<file path="src/rtl/uirq_pkg.sv">
package uirq_pkg;
  localparam int NUM_SRC = 5;

  localparam logic [3:0] CODE_LINE  = 4'h6;
  localparam logic [3:0] CODE_TMO   = 4'hC;
  localparam logic [3:0] CODE_RXD   = 4'h4;
  localparam logic [3:0] CODE_TXE   = 4'h2;
  localparam logic [3:0] CODE_MODEM = 4'h0;
  localparam logic [3:0] CODE_NONE  = 4'h1;

  typedef struct packed {
    logic setTx;
    logic clrTx;
  } txEvt_t;
endpackage

</file>
<file path="src/rtl/uirq_ctrl.sv">
module uirq_ctrl
  import uirq_pkg::*;
(
  input  logic   clk,
  input  logic   rstN,
  input  logic   thrEmpty,
  input  logic   txLoad,
  input  logic   ierWrite,
  input  logic   iidRead,
  output txEvt_t evt
);
  logic prevEmpty;
  logic emptyRise;

  always_ff @(posedge clk or negedge rstN) begin
    if (!rstN) prevEmpty <= 1'b1;
    else       prevEmpty <= thrEmpty;
  end

  assign emptyRise = thrEmpty && !prevEmpty;

  always_comb begin
    evt.setTx = !txLoad && ((ierWrite && thrEmpty) || emptyRise);
    evt.clrTx = txLoad || iidRead;
  end

  AST_LOAD_NO_SET: assert property (@(posedge clk) disable iff (!rstN)
    txLoad |-> !evt.setTx);
endmodule

</file>
<file path="src/rtl/uirq_dpath.sv">
module uirq_dpath
  import uirq_pkg::*;
#(
  parameter int CNT_W = 5
) (
  input  logic             clk,
  input  logic             rstN,
  input  logic [3:0]       ierIn,
  input  logic [3:0]       lineErr,
  input  logic             dataReady,
  input  logic             timeoutPend,
  input  logic [CNT_W-1:0] rxCount,
  input  logic [CNT_W-1:0] rxTrigger,
  input  logic [3:0]       msrDelta,
  input  logic             fifoOn,
  input  txEvt_t           evt,
  output logic             txPend,
  output logic [7:0]       iidOut,
  output logic             irqOut
);
  logic [NUM_SRC-1:0] req;
  logic [NUM_SRC-1:0] grant;
  logic [3:0]         srcCode [NUM_SRC];
  logic [3:0]         lowCode;
  logic               rxReady;

  always_ff @(posedge clk or negedge rstN) begin
    if (!rstN)          txPend <= 1'b0;
    else if (evt.setTx) txPend <= 1'b1;
    else if (evt.clrTx) txPend <= 1'b0;
  end

  assign rxReady = dataReady && (!fifoOn || (rxCount >= rxTrigger));

  // index 0 is the highest priority
  always_comb begin
    req[0] = ierIn[2] && (|lineErr);
    req[1] = timeoutPend;
    req[2] = ierIn[0] && rxReady;
    req[3] = ierIn[1] && txPend;
    req[4] = ierIn[3] && (|msrDelta);
    srcCode[0] = CODE_LINE;
    srcCode[1] = CODE_TMO;
    srcCode[2] = CODE_RXD;
    srcCode[3] = CODE_TXE;
    srcCode[4] = CODE_MODEM;
  end

  genvar gi;
  generate
    for (gi = 0; gi < NUM_SRC; gi++) begin : g_grant
      if (gi == 0) begin : g_top
        assign grant[gi] = req[gi];
      end else begin : g_low
        assign grant[gi] = req[gi] && !(|req[gi-1:0]);
      end
    end
  endgenerate

  always_comb begin
    lowCode = CODE_NONE;
    for (int i = 0; i < NUM_SRC; i++)
      if (grant[i]) lowCode = srcCode[i];
  end

  assign iidOut = {fifoOn, fifoOn, 2'b00, lowCode};
  assign irqOut = (ierIn != 4'h0) && (lowCode != CODE_NONE);

  AST_ONE_GRANT: assert property (@(posedge clk) disable iff (!rstN)
    $onehot0(grant));
  AST_LINE_WINS: assert property (@(posedge clk) disable iff (!rstN)
    (ierIn[2] && |lineErr) |-> iidOut[3:0] == CODE_LINE);
  AST_IRQ_QUIET: assert property (@(posedge clk) disable iff (!rstN)
    (ierIn == 4'h0) |-> !irqOut);
  AST_REARM: assert property (@(posedge clk) disable iff (!rstN)
    evt.setTx |=> txPend);
  AST_READ_CLEAR: assert property (@(posedge clk) disable iff (!rstN)
    (evt.clrTx && !evt.setTx) |=> !txPend);
endmodule

</file>
<file path="src/rtl/uirq_top.sv">
module uirq_top
  import uirq_pkg::*;
#(
  parameter int CNT_W = 5
) (
  input  logic             clk,
  input  logic             rstN,
  input  logic [3:0]       ierIn,
  input  logic [3:0]       lineErr,
  input  logic             dataReady,
  input  logic             timeoutPend,
  input  logic [CNT_W-1:0] rxCount,
  input  logic [CNT_W-1:0] rxTrigger,
  input  logic             thrEmpty,
  input  logic [3:0]       msrDelta,
  input  logic             fifoOn,
  input  logic             txLoad,
  input  logic             ierWrite,
  input  logic             iidRead,
  output logic [7:0]       iidOut,
  output logic             irqOut
);
  txEvt_t evt;
  logic   txPend;

  uirq_ctrl u_ctrl (
    .clk(clk), .rstN(rstN), .thrEmpty(thrEmpty), .txLoad(txLoad),
    .ierWrite(ierWrite), .iidRead(iidRead), .evt(evt)
  );

  uirq_dpath #(.CNT_W(CNT_W)) u_dpath (
    .clk(clk), .rstN(rstN), .ierIn(ierIn), .lineErr(lineErr),
    .dataReady(dataReady), .timeoutPend(timeoutPend), .rxCount(rxCount),
    .rxTrigger(rxTrigger), .msrDelta(msrDelta), .fifoOn(fifoOn),
    .evt(evt), .txPend(txPend), .iidOut(iidOut), .irqOut(irqOut)
  );

  AST_NIBBLE_ZERO: assert property (@(posedge clk) disable iff (!rstN)
    iidOut[5:4] == 2'b00);
endmodule

</file>
<file path="config.mk">
export PLATFORM = sky130hd
export DESIGN_NAME = uirq_top
export DESIGN_NICKNAME = d
export VERILOG_FILES = /design/src/rtl/uirq_pkg.sv /design/src/rtl/uirq_ctrl.sv /design/src/rtl/uirq_dpath.sv /design/src/rtl/uirq_top.sv
export SDC_FILE = /design/constraint.sdc
export NUM_CORES = 1
export LEC_CHECK = 0
export ABC_AREA = 1
export BUFFER_PORTS_ARGS = -buffer_cell sky130_fd_sc_hd__buf_2
export CAP_MARGIN = 20
export CORE_AREA = 4 4 41 43
export CTS_CLUSTER_DIAMETER = 80
export CTS_CLUSTER_SIZE = 10
export DETAILED_ROUTE_END_ITERATION = 12
export DIE_AREA = 0 0 45 47
export GPL_ROUTABILITY_DRIVEN = 0
export PLACE_DENSITY = 0.7
export SYNTH_ARGS = -nofsm -noshare
export SYNTH_HDL_FRONTEND = slang
export SYNTH_HIERARCHICAL = 1
export SYNTH_SLANG_ARGS = --single-unit
</file>
<file path="constraint.sdc">
create_clock -name clk -period 1.2 [get_ports clk]
set_input_delay 0 -clock clk [delete_from_list [all_inputs] [get_ports clk]]
set_output_delay 0 -clock clk [all_outputs]
set_load 0.005 [all_outputs]
</file>
; ---- Word level (Yosys, flattened, before mapping)
; Index checks and enable logic that the tools add are counted.
[classes]
n_lt_le_gt_ge = 1
eq_ne = 1
mux = 7
reduce_logical = 30
[op_table]
columns = operator, count
row1 = 4-bit 2-to-1 mux, 4
row2 = 1-bit logical AND, 13
row3 = 4-bit OR reduction, 3
row4 = 1-bit logical NOT, 7
row5 = 5-bit greater-or-equal comparator, 1
row6 = 4-bit by 1-bit != test with 1-bit output (second input constant), 1
row7 = 4-bit nonzero test, 1
row8 = 1-bit logical OR, 3
row9 = 3-bit 2-to-1 mux, 1
row10 = 3-bit OR reduction, 1
row11 = 1-bit 2-to-1 mux, 2
row12 = 2-bit nonzero test, 1
row13 = 2-bit OR reduction, 1
[totals]
register_bits = 2
in_bits = 31

; ---- Logic depth before layout (Yosys ltp)
; Gate-level depths: netlist (run 1).
[depth]
ltp_word = 11
depth_mapped = 12
ltp_nobuf = 12

; ---- By module
; Netlist (run 1), hierarchy kept.
[modules_own_cells]
columns = module, instances, cells_each, area_each_um2
row1 = uirq_dpath, 1, 53, 299.0
row2 = uirq_ctrl, 1, 7, 51.3

; ---- Least setup slack after synthesis (run 1)
; No wires, ideal clock.
[synth_timing]
kind = register to register
from = register u_ctrl.prevEmpty
to = register u_dpath.txPend
setup_time_ns = 0.124
t_arrival_ns = 0.755
required_time_ns = 1.076
path_slack_ns = 0.321
path_stages_with_launch = 5
path_cell_list = dfstp_2 > inv_1 > nor2_1 > nor2_1 > o21bai_1
[synth_lines]
columns = item, line_no
row1 = "start, declared", uirq_ctrl.sv:12  ; logic prevEmpty;
row2 = "start signal, assigned", uirq_ctrl.sv:17  ; else prevEmpty <= thrEmpty;
row3 = "end signal, assigned", uirq_dpath.sv:28  ; if (!rstN) txPend <= 1'b0;
row4 = "end signal, assigned", uirq_dpath.sv:29  ; else if (evt.setTx) txPend <= 1'b1;
row5 = "end signal, assigned", uirq_dpath.sv:30  ; else if (evt.clrTx) txPend <= 1'b0;
row6 = "end, declared", uirq_dpath.sv:17  ; output logic txPend,

; ---- Worst setup path in the final report (run 1)
[layout_timing]
from = input port rxTrigger[2]
to = output port irqOut
[layout_via]
elab_chain_len = 11
word_cells_on_any_way = 16
cone_classes = order compare: 1 / eq/ne: 1 / mux: 3 / reduce/logical: 11
[layout_rtl]
columns = item, line_no
row1 = "start, declared", uirq_top.sv:13  ; input logic [CNT_W-1:0] rxTrigger,
row2 = 5-bit greater-or-equal comparator (*), uirq_dpath.sv:33  ; assign rxReady = dataReady && (!fifoOn || (rxCount >= rxTrigger));
row3 = 1-bit logical OR (*), uirq_dpath.sv:33
row4 = 1-bit logical AND (*), uirq_dpath.sv:33
row5 = 1-bit logical AND (*), uirq_dpath.sv:39  ; req[2] = ierIn[0] && rxReady;
row6 = 3-bit OR reduction, uirq_dpath.sv:55  ; assign grant[gi] = req[gi] && !(|req[gi-1:0]);
row7 = 1-bit logical NOT, uirq_dpath.sv:55
row8 = 1-bit logical AND, uirq_dpath.sv:55
row9 = 4-bit 2-to-1 mux, uirq_dpath.sv:63  ; if (grant[i]) lowCode = srcCode[i];
row10 = 4-bit 2-to-1 mux (*), uirq_dpath.sv:63
row11 = 4-bit by 1-bit != test with 1-bit output (*), uirq_dpath.sv:67  ; assign irqOut = (ierIn != 4'h0) && (lowCode != CODE_NONE);
row12 = 1-bit logical AND (*), uirq_dpath.sv:67
row13 = "end, declared", uirq_top.sv:21  ; output logic irqOut
; Every way passes the cells marked *; elsewhere a longest branch is shown, timed or not.

==> results of run 1 <==
## metrics by stage
step                      hold slack [ps]  area [um^2]  cells  TNS, ps  total power [mW]
after floorplan                      -296          354     61        0             0.145
after global placement               -213          528    109        0             0.205
after detailed placement             -213          528    109        0             0.211
after CTS                            43.7          574    115        0             0.389
after global routing                 52.0          617    115    -11.4             0.449
final                                52.8          617    115        0             0.400
## layout make-up
type                    count  area (um^2)  share of cell area
multi-input cells          39          255               0.414
repair buffers             39          205               0.333
inverters                  16         60.1              0.0974
flip-flops and latches      2         51.3              0.0832
clock buffers               4         26.3              0.0426
well taps                  15         18.8              0.0304
## worst reg2reg max path, stage by stage (launching register included)
cell,delay [ps]
dfstp_2,500
inv_1,30
nor2_1,70
nor2_1,40
o21bai_1,140
## where the power goes
part | switching [mW] | total (mW) | internal (mW) | leakage (nW)
Combinational | 0.0721 | 0.158 | 0.0860 | 0.350
Clock | 0.0433 | 0.167 | 0.124 | 0.0150
Sequential | 0.00165 | 0.0750 | 0.0734 | 0.0235
## routing by layer
layer	GRT usage	wire [um]	up-vias
met5	0	0	-
met4	0.0702	19	0
met3	0.0345	140	2
met2	0.206	630	25
met1	0.0995	336	192
li1	-	-	255
## state kept, by name, indices dropped and copies added, names as in the netlist
name,cells
u_dpath/txPend,1
u_ctrl/prevEmpty,1
## placed cells by master (no fill, tap or decap), drive strengths merged, types with 2 or more instances in the layout
cell         Yosys  layout
a21oi            3       3
buf              4      37
clkbuf           0       4
conb             1       2
dlygate4sd3      0       2
ha               5       5
inv             16      16
nand2           17      17
nor2             5       5
o21ai            2       2
## cell usage after synthesis
master / count
nand4_1: 1
o21bai_1: 1
nand2_1: 17
o21ai_0: 2
a21oi_1: 3
a21boi_0: 1
dfstp_2: 1
or4_1: 1
conb_1: 1
or2_1: 1
dfrtp_1: 1
buf_4: 4
ha_1: 5
nor2_1: 5
inv_1: 16
## worst min path at each step
stage / start / endpoint / slack (ps) / cells after the start
2_1_floorplan: rstN / u_dpath/txPend$_DFFE_PN0P_ / -300 / 0
3_3_place_gp: rstN / u_dpath/txPend$_DFFE_PN0P_ / -210 / 1
3_5_place_dp: rstN / u_dpath/txPend$_DFFE_PN0P_ / -210 / 1
4_1_cts: iidRead / u_dpath/txPend$_DFFE_PN0P_ / 40 / 3
5_1_grt: iidRead / u_dpath/txPend$_DFFE_PN0P_ / 50 / 3
6_report: iidRead / u_dpath/txPend$_DFFE_PN0P_ / 50 / 3
## cell families after synthesis
| family | share of synthesized area |
|---|---|
| AND/OR/NAND/NOR | 0.293 |
| buffers and inverters | 0.257 |
| AO/OA/AOI/OAI | 0.114 |
| adder cells (fa/ha/maj) | 0.179 |
| flip-flops | 0.146 |
| other | 0.0107 |
## what timing repair did
action | 4_1_cts | 5_1_grt
resized for setup | 0 | 8
buffers inserted | 0 | 0
hold buffers | 2 | 0
setup endpoints to repair | 0 | 2
endpoints found under the hold margin | 3 | 0
==> key figures, run 1 <==
Yosys
  – Netlist cell types: 15
  – #FFs+latches synth: 2
  – Sequential area share after synthesis: 0.146
  – Top cells by area, synth: nand2_1, ha_1, inv_1
  – Synth top area share: 0.182
  – Cells after Synth: 60
  – Synth Warn #: 6
  – Cell taking the most area after synthesis: nand2_1
  – Syn Std Cell Area: 350 um^2
  – Syn_area_per_cell: 5.84 um^2

Global route
  – Grt ovf: 0
  – Total GRT Usage: 0.109
  – Via count of the first global-routing pass: 460
  – Initial antenna violation count: 0
  – First-pass GRT wire length: 1670 um
  – Largest net degree at the start of global routing: 5

Outcome
  – Status: completed

Setup path
  – Startpoint Class: input port
  – Crit-path most repeated cell: nand2_1
  – Reg2reg path depth: 4
  – CP endpoint: irqOut
  – Critical Path AT: 1050 ps
  – R2R Path Start: u_ctrl/prevEmpty$_DFF_PN1_
  – Setup crit start: rxTrigger[2]
  – R2R setup slack: 290 ps
  – Worst-path fanout max: 2
  – Worst Setup End Kind: output port
  – Crit path buf inv count: 4
  – Setup CP Type: input port to output port
  – Stages on worst setup path: 12
  – Critical path's slowest cell: ha_4
  – Reg2reg end: u_dpath/txPend$_DFFE_PN0P_
  – Cells along the critical path: buf_2 -> inv_2 -> ha_4 -> a21oi_1 -> nand2_1 -> nand2_1 -> nand2_1 -> nand2_2 -> nand4_1 -> nand2_1 -> inv_1 -> buf_2
  – Critical Path RT: 1200 ps
  – Max incr delay on CP: 200 ps
  – Top Family by Delay on Critical Path: simple AND/OR/NAND/NOR gates

Layout
  – N_diodes: 0
  – Fill count: 156
  – Nets: 137
  – Layout Utilization: 0.474
  – Area grow syn2layout: 76.1%
  – Share of cells above drive strength 1: 0.490

Clock network
  – Sink Count: 2
  – Deepest clock path buffer count: 2
  – Root Driver: clkbuf_4
  – Clock slew at the register clock pins of the worst setup and hold paths: 30 ps
  – TritonCTS clock tree: done
  – Clk Latency, worst-skew pair: 230 ps
  – CTS Buf Count: 3
  – Htree depth: 1

Routing
  – Antenna-violating nets left: 0
  – Vias/cell: 4.12
  – WL/cell: 9.80 um
  – Final wirelength: 1130 um
  – Vias: 474
  – DRT Pass-1 Iters: 3
  – # DRC: 0
  – Initial drt markers: 1

Pwr
  – Worst vdd ir: 0.000544 V
  – P_leak: 0.388 nW
  – Pwr per Cell Area: 649 nW/um^2

Floorplan
  – Die span in y: 47 um
  – Die X: 45 um
  – Io pins: 40
  – Placeable Area: 1300 um^2
  – Die ar.: 2120 um^2
  – Row count: 13
  – Initial Util: 0.269

STA
  – Final worst slack: 146 ps
  – Final slew viol count: 0
  – Setup violators final: 0
  – Clk_skew: 5.25 ps
  – Hold Vio Cnt, Final: 0
  – Fin crit share: 0.878
  – Final Critical Period: 1050 ps
  – Fmax: 949 MHz

Placed design
  – HPWL Detailed: 888 um
  – Post-Place Worst Slack: 113 ps
  – Port bufs: 37

Job
  – Maxcap violations: 0

Min path
  – Worst min path class: input port to flop
(Power assumes the default switching activity.)
==> run 2, diff against run 1 <==
--- a/config.mk
+++ b/config.mk
@@ -14,8 +14,7 @@
 export DETAILED_ROUTE_END_ITERATION = 12
 export DIE_AREA = 0 0 45 47
 export GPL_ROUTABILITY_DRIVEN = 0
-export PLACE_DENSITY = 0.7
+export PLACE_DENSITY = 0.69
 export SYNTH_ARGS = -nofsm -noshare
 export SYNTH_HDL_FRONTEND = slang
-export SYNTH_HIERARCHICAL = 1
 export SYNTH_SLANG_ARGS = --single-unit
==> key figures, run 2 <==
Yosys
  – Synth Warn #: 0 (-6)
  – Syn_area_per_cell: 5.73 um^2 (-1.9%)
  – Ys flop type: dfstp_2
  – Top cells by area, synth: inv_1, nand2_1, ha_1
  – Post-synth EDFFs: 0 (unchanged)
  – Synth top area share: 0.189 (+0.00675)
  – #FFs+latches synth: 2 (unchanged)
  – Cell taking the most area after synthesis: inv_1
  – Sequential area share after synthesis: 0.152 (+0.00542)
  – Syn Std Cell Area: 338 um^2 (-3.6%)
  – Most frequent cells after synthesis: inv_1, nand2_1, ha_1, nor2_1, buf_4
  – Cells after Synth: 59 (-1.7%)
  – Ys async rst share: 1.00 (unchanged)
  – Netlist cell types: 13 (-2)

Clock network
  – CTS Buf Count: 3 (unchanged)
  – Root Driver: clkbuf_4
  – Deepest clock path buffer count: 2 (unchanged)
  – Htree depth: 1 (unchanged)
  – Clk Latency, worst-skew pair: 230 ps (about the same)
  – Sink Count: 2 (unchanged)
  – TritonCTS clock tree: done
  – Clock slew at the register clock pins of the worst setup and hold paths: 40 ps (about the same)
  – Post-CTS setup buffer count: 0 (unchanged)

Setup path
  – R2R Path Start: u_ctrl.prevEmpty$_DFF_PN1_
  – Worst Setup End Kind: output port
  – Setup crit start: rxTrigger[1]
  – Critical Path RT: 1200 ps (about the same)
  – R2R setup slack: 360 ps (+70 ps)
  – Reg2reg end: u_dpath.txPend$_DFFE_PN0P_
  – Worst-path fanout max: 2 (unchanged)
  – Startpoint Class: input port
  – Reg2reg path depth: 3 (-1)
  – CP endpoint: irqOut
  – Critical Path AT: 1060 ps (about the same)
  – Setup CP Type: input port to output port

Layout
  – Finished layout cell area: 609 um^2 (-1.2%)
  – Leading cell type in the layout, fill and taps excluded: buf_2
  – Nets: 137 (unchanged)
  – Area grow syn2layout: 80.4%
  – Commonest cells after routing, fill and taps aside: buf_2, nand2_1, inv_1
  – Share of cells above drive strength 1: 0.470 (-0.0200)
  – Layout Utilization: 0.468 (-0.00577)
  – Top Registers: u_ctrl.prevEmpty: 1 flops, u_dpath.txPend: 1 flops
  – N_diodes: 0 (unchanged)

Global route
  – Largest net degree at the start of global routing: 4 (-1)
  – Grt ovf: 0 (unchanged)
  – Initial antenna violation count: 0 (unchanged)
  – Total GRT Usage: 0.0907 (-0.0181)
  – First-pass GRT wire length: 1390 um (-17%)
  – Via count of the first global-routing pass: 416 (-9.6%)

STA
  – Fmax: 945 MHz (-0.43%)
  – Fin crit share: 0.882 (+0.00376)
  – Hold Vio Cnt, Final: 0 (unchanged)
  – Setup violators final: 0 (unchanged)
  – Setup_tns: 0 ps (unchanged)
  – RSZ-0062 raised after global routing: false
  – Final slew viol count: 0 (unchanged)
  – Final Critical Period: 1060 ps (+4.51 ps)
  – Clk_skew: 13.3 ps (+8.08 ps)

Floorplan
  – Placeable Area: 1300 um^2 (unchanged)
  – Row count: 13 (unchanged)
  – Die X: 45 um (unchanged)
  – Die ar.: 2120 um^2 (unchanged)
  – Initial Util: 0.260 (-0.00962)
  – Io pins: 40 (unchanged)
  – Die span in y: 47 um (unchanged)

Outcome
  – Status: completed

Pwr
  – P_leak: 0.393 nW (+1.3%)
  – Pwr per Cell Area: 641 nW/um^2 (-1.2%)
  – Power Total: 390 uW (-2.4%)
  – Worst vdd ir: 0.000727 V (+34%)

Placed design
  – Cell Area, Placed: 515 um^2 (-2.4%)
  – HPWL Detailed: 791 um (-11%)
  – Port bufs: 37 (unchanged)

Job
  – Maxcap violations: 0 (unchanged)

Routing
  – WL/cell: 8.57 um (-13%)
  – DRT Pass-1 Iters: 3 (unchanged)
  – Initial drt markers: 3 (+2)
  – Vias: 473 (-0.21%)
  – Final wirelength: 986 um (-13%)
  – Vias/cell: 4.11 (-0.21%)
  – Antenna-violating nets left: 0 (unchanged)
  – # DRC: 0 (unchanged)

Min path
  – Worst min path class: input port to flop
## run 2: critical path, stage by stage
cell and delay, ps:
buf_2 100, inv_2 60, ha_4 200, nand2_1 50
inv_1 30, nand2_1 50, nand2_1 40, nand2_1 60
nand2_1 50, nand2_1 80, nand4_1 100, nand2_1 80
inv_1 40, buf_2 110
## run 2: stage by stage
stage	hold WS, ps	setup slack [ps]	instances
floorplan	-296	350	60
global placement	-214	120	108
detailed placement	-212	96.5	108
CTS	3.19	92.1	115
global route	17.1	2.49	115
finish	16.0	142	115
## run 2: per-layer routing
layer	share of wire	vias to the layer above	track usage
met2	0.49	28	0.158
met3	0.14	2	0.0307
li1	-	250	-
met5	0	-	0
met1	0.36	193	0.0882
met4	0.0071	0	0.0702
## run 2: area by class of cell
type / instances / area (um^2)
clock buffer: 4 / 26.3
fill: 136 / 692
inverter: 17 / 63.8
multi-input combinational: 37 / 234
sequential: 2 / 51.3
tap: 15 / 18.8
timing repair buffer: 40 / 215
## run 2: worst min path at each step
stage / startpoint / end / slack, ps / depth (start not counted)
after floorplan: rstN / u_dpath.txPend$_DFFE_PN0P_ / -300 / 0
after global placement: rstN / u_dpath.txPend$_DFFE_PN0P_ / -210 / 1
after detailed placement: rstN / u_dpath.txPend$_DFFE_PN0P_ / -210 / 1
after CTS: iidRead / u_dpath.txPend$_DFFE_PN0P_ / 3 / 4
after global routing: iidRead / u_dpath.txPend$_DFFE_PN0P_ / 20 / 4
final: iidRead / u_dpath.txPend$_DFFE_PN0P_ / 20 / 4
## run 2: what timing repair did
action                     4_1_cts  5_1_grt
gates resized for setup          0        6
setup endpoints to repair        0        1
hold endpoints to repair         4        0
hold buffers                     3        0
## run 2: kinds of logic (layout without fill, tap and decap cells)
logic type	Yosys count	after routing	share of synthesized area
compound gates	6	6	0.0889
fa+ha+maj	5	5	0.185
buf+inv	21	61	0.278
flops	2	2	0.152
other cells	1	2	0.0111
simple gates	24	24	0.285
## run 2: report_power, final
group | internal (mW) | switching (mW)
Combinational | 0.0829 | 0.0672
Clock | 0.124 | 0.0421
Sequential | 0.0731 | 0.00161
Total | 0.280 | 0.111
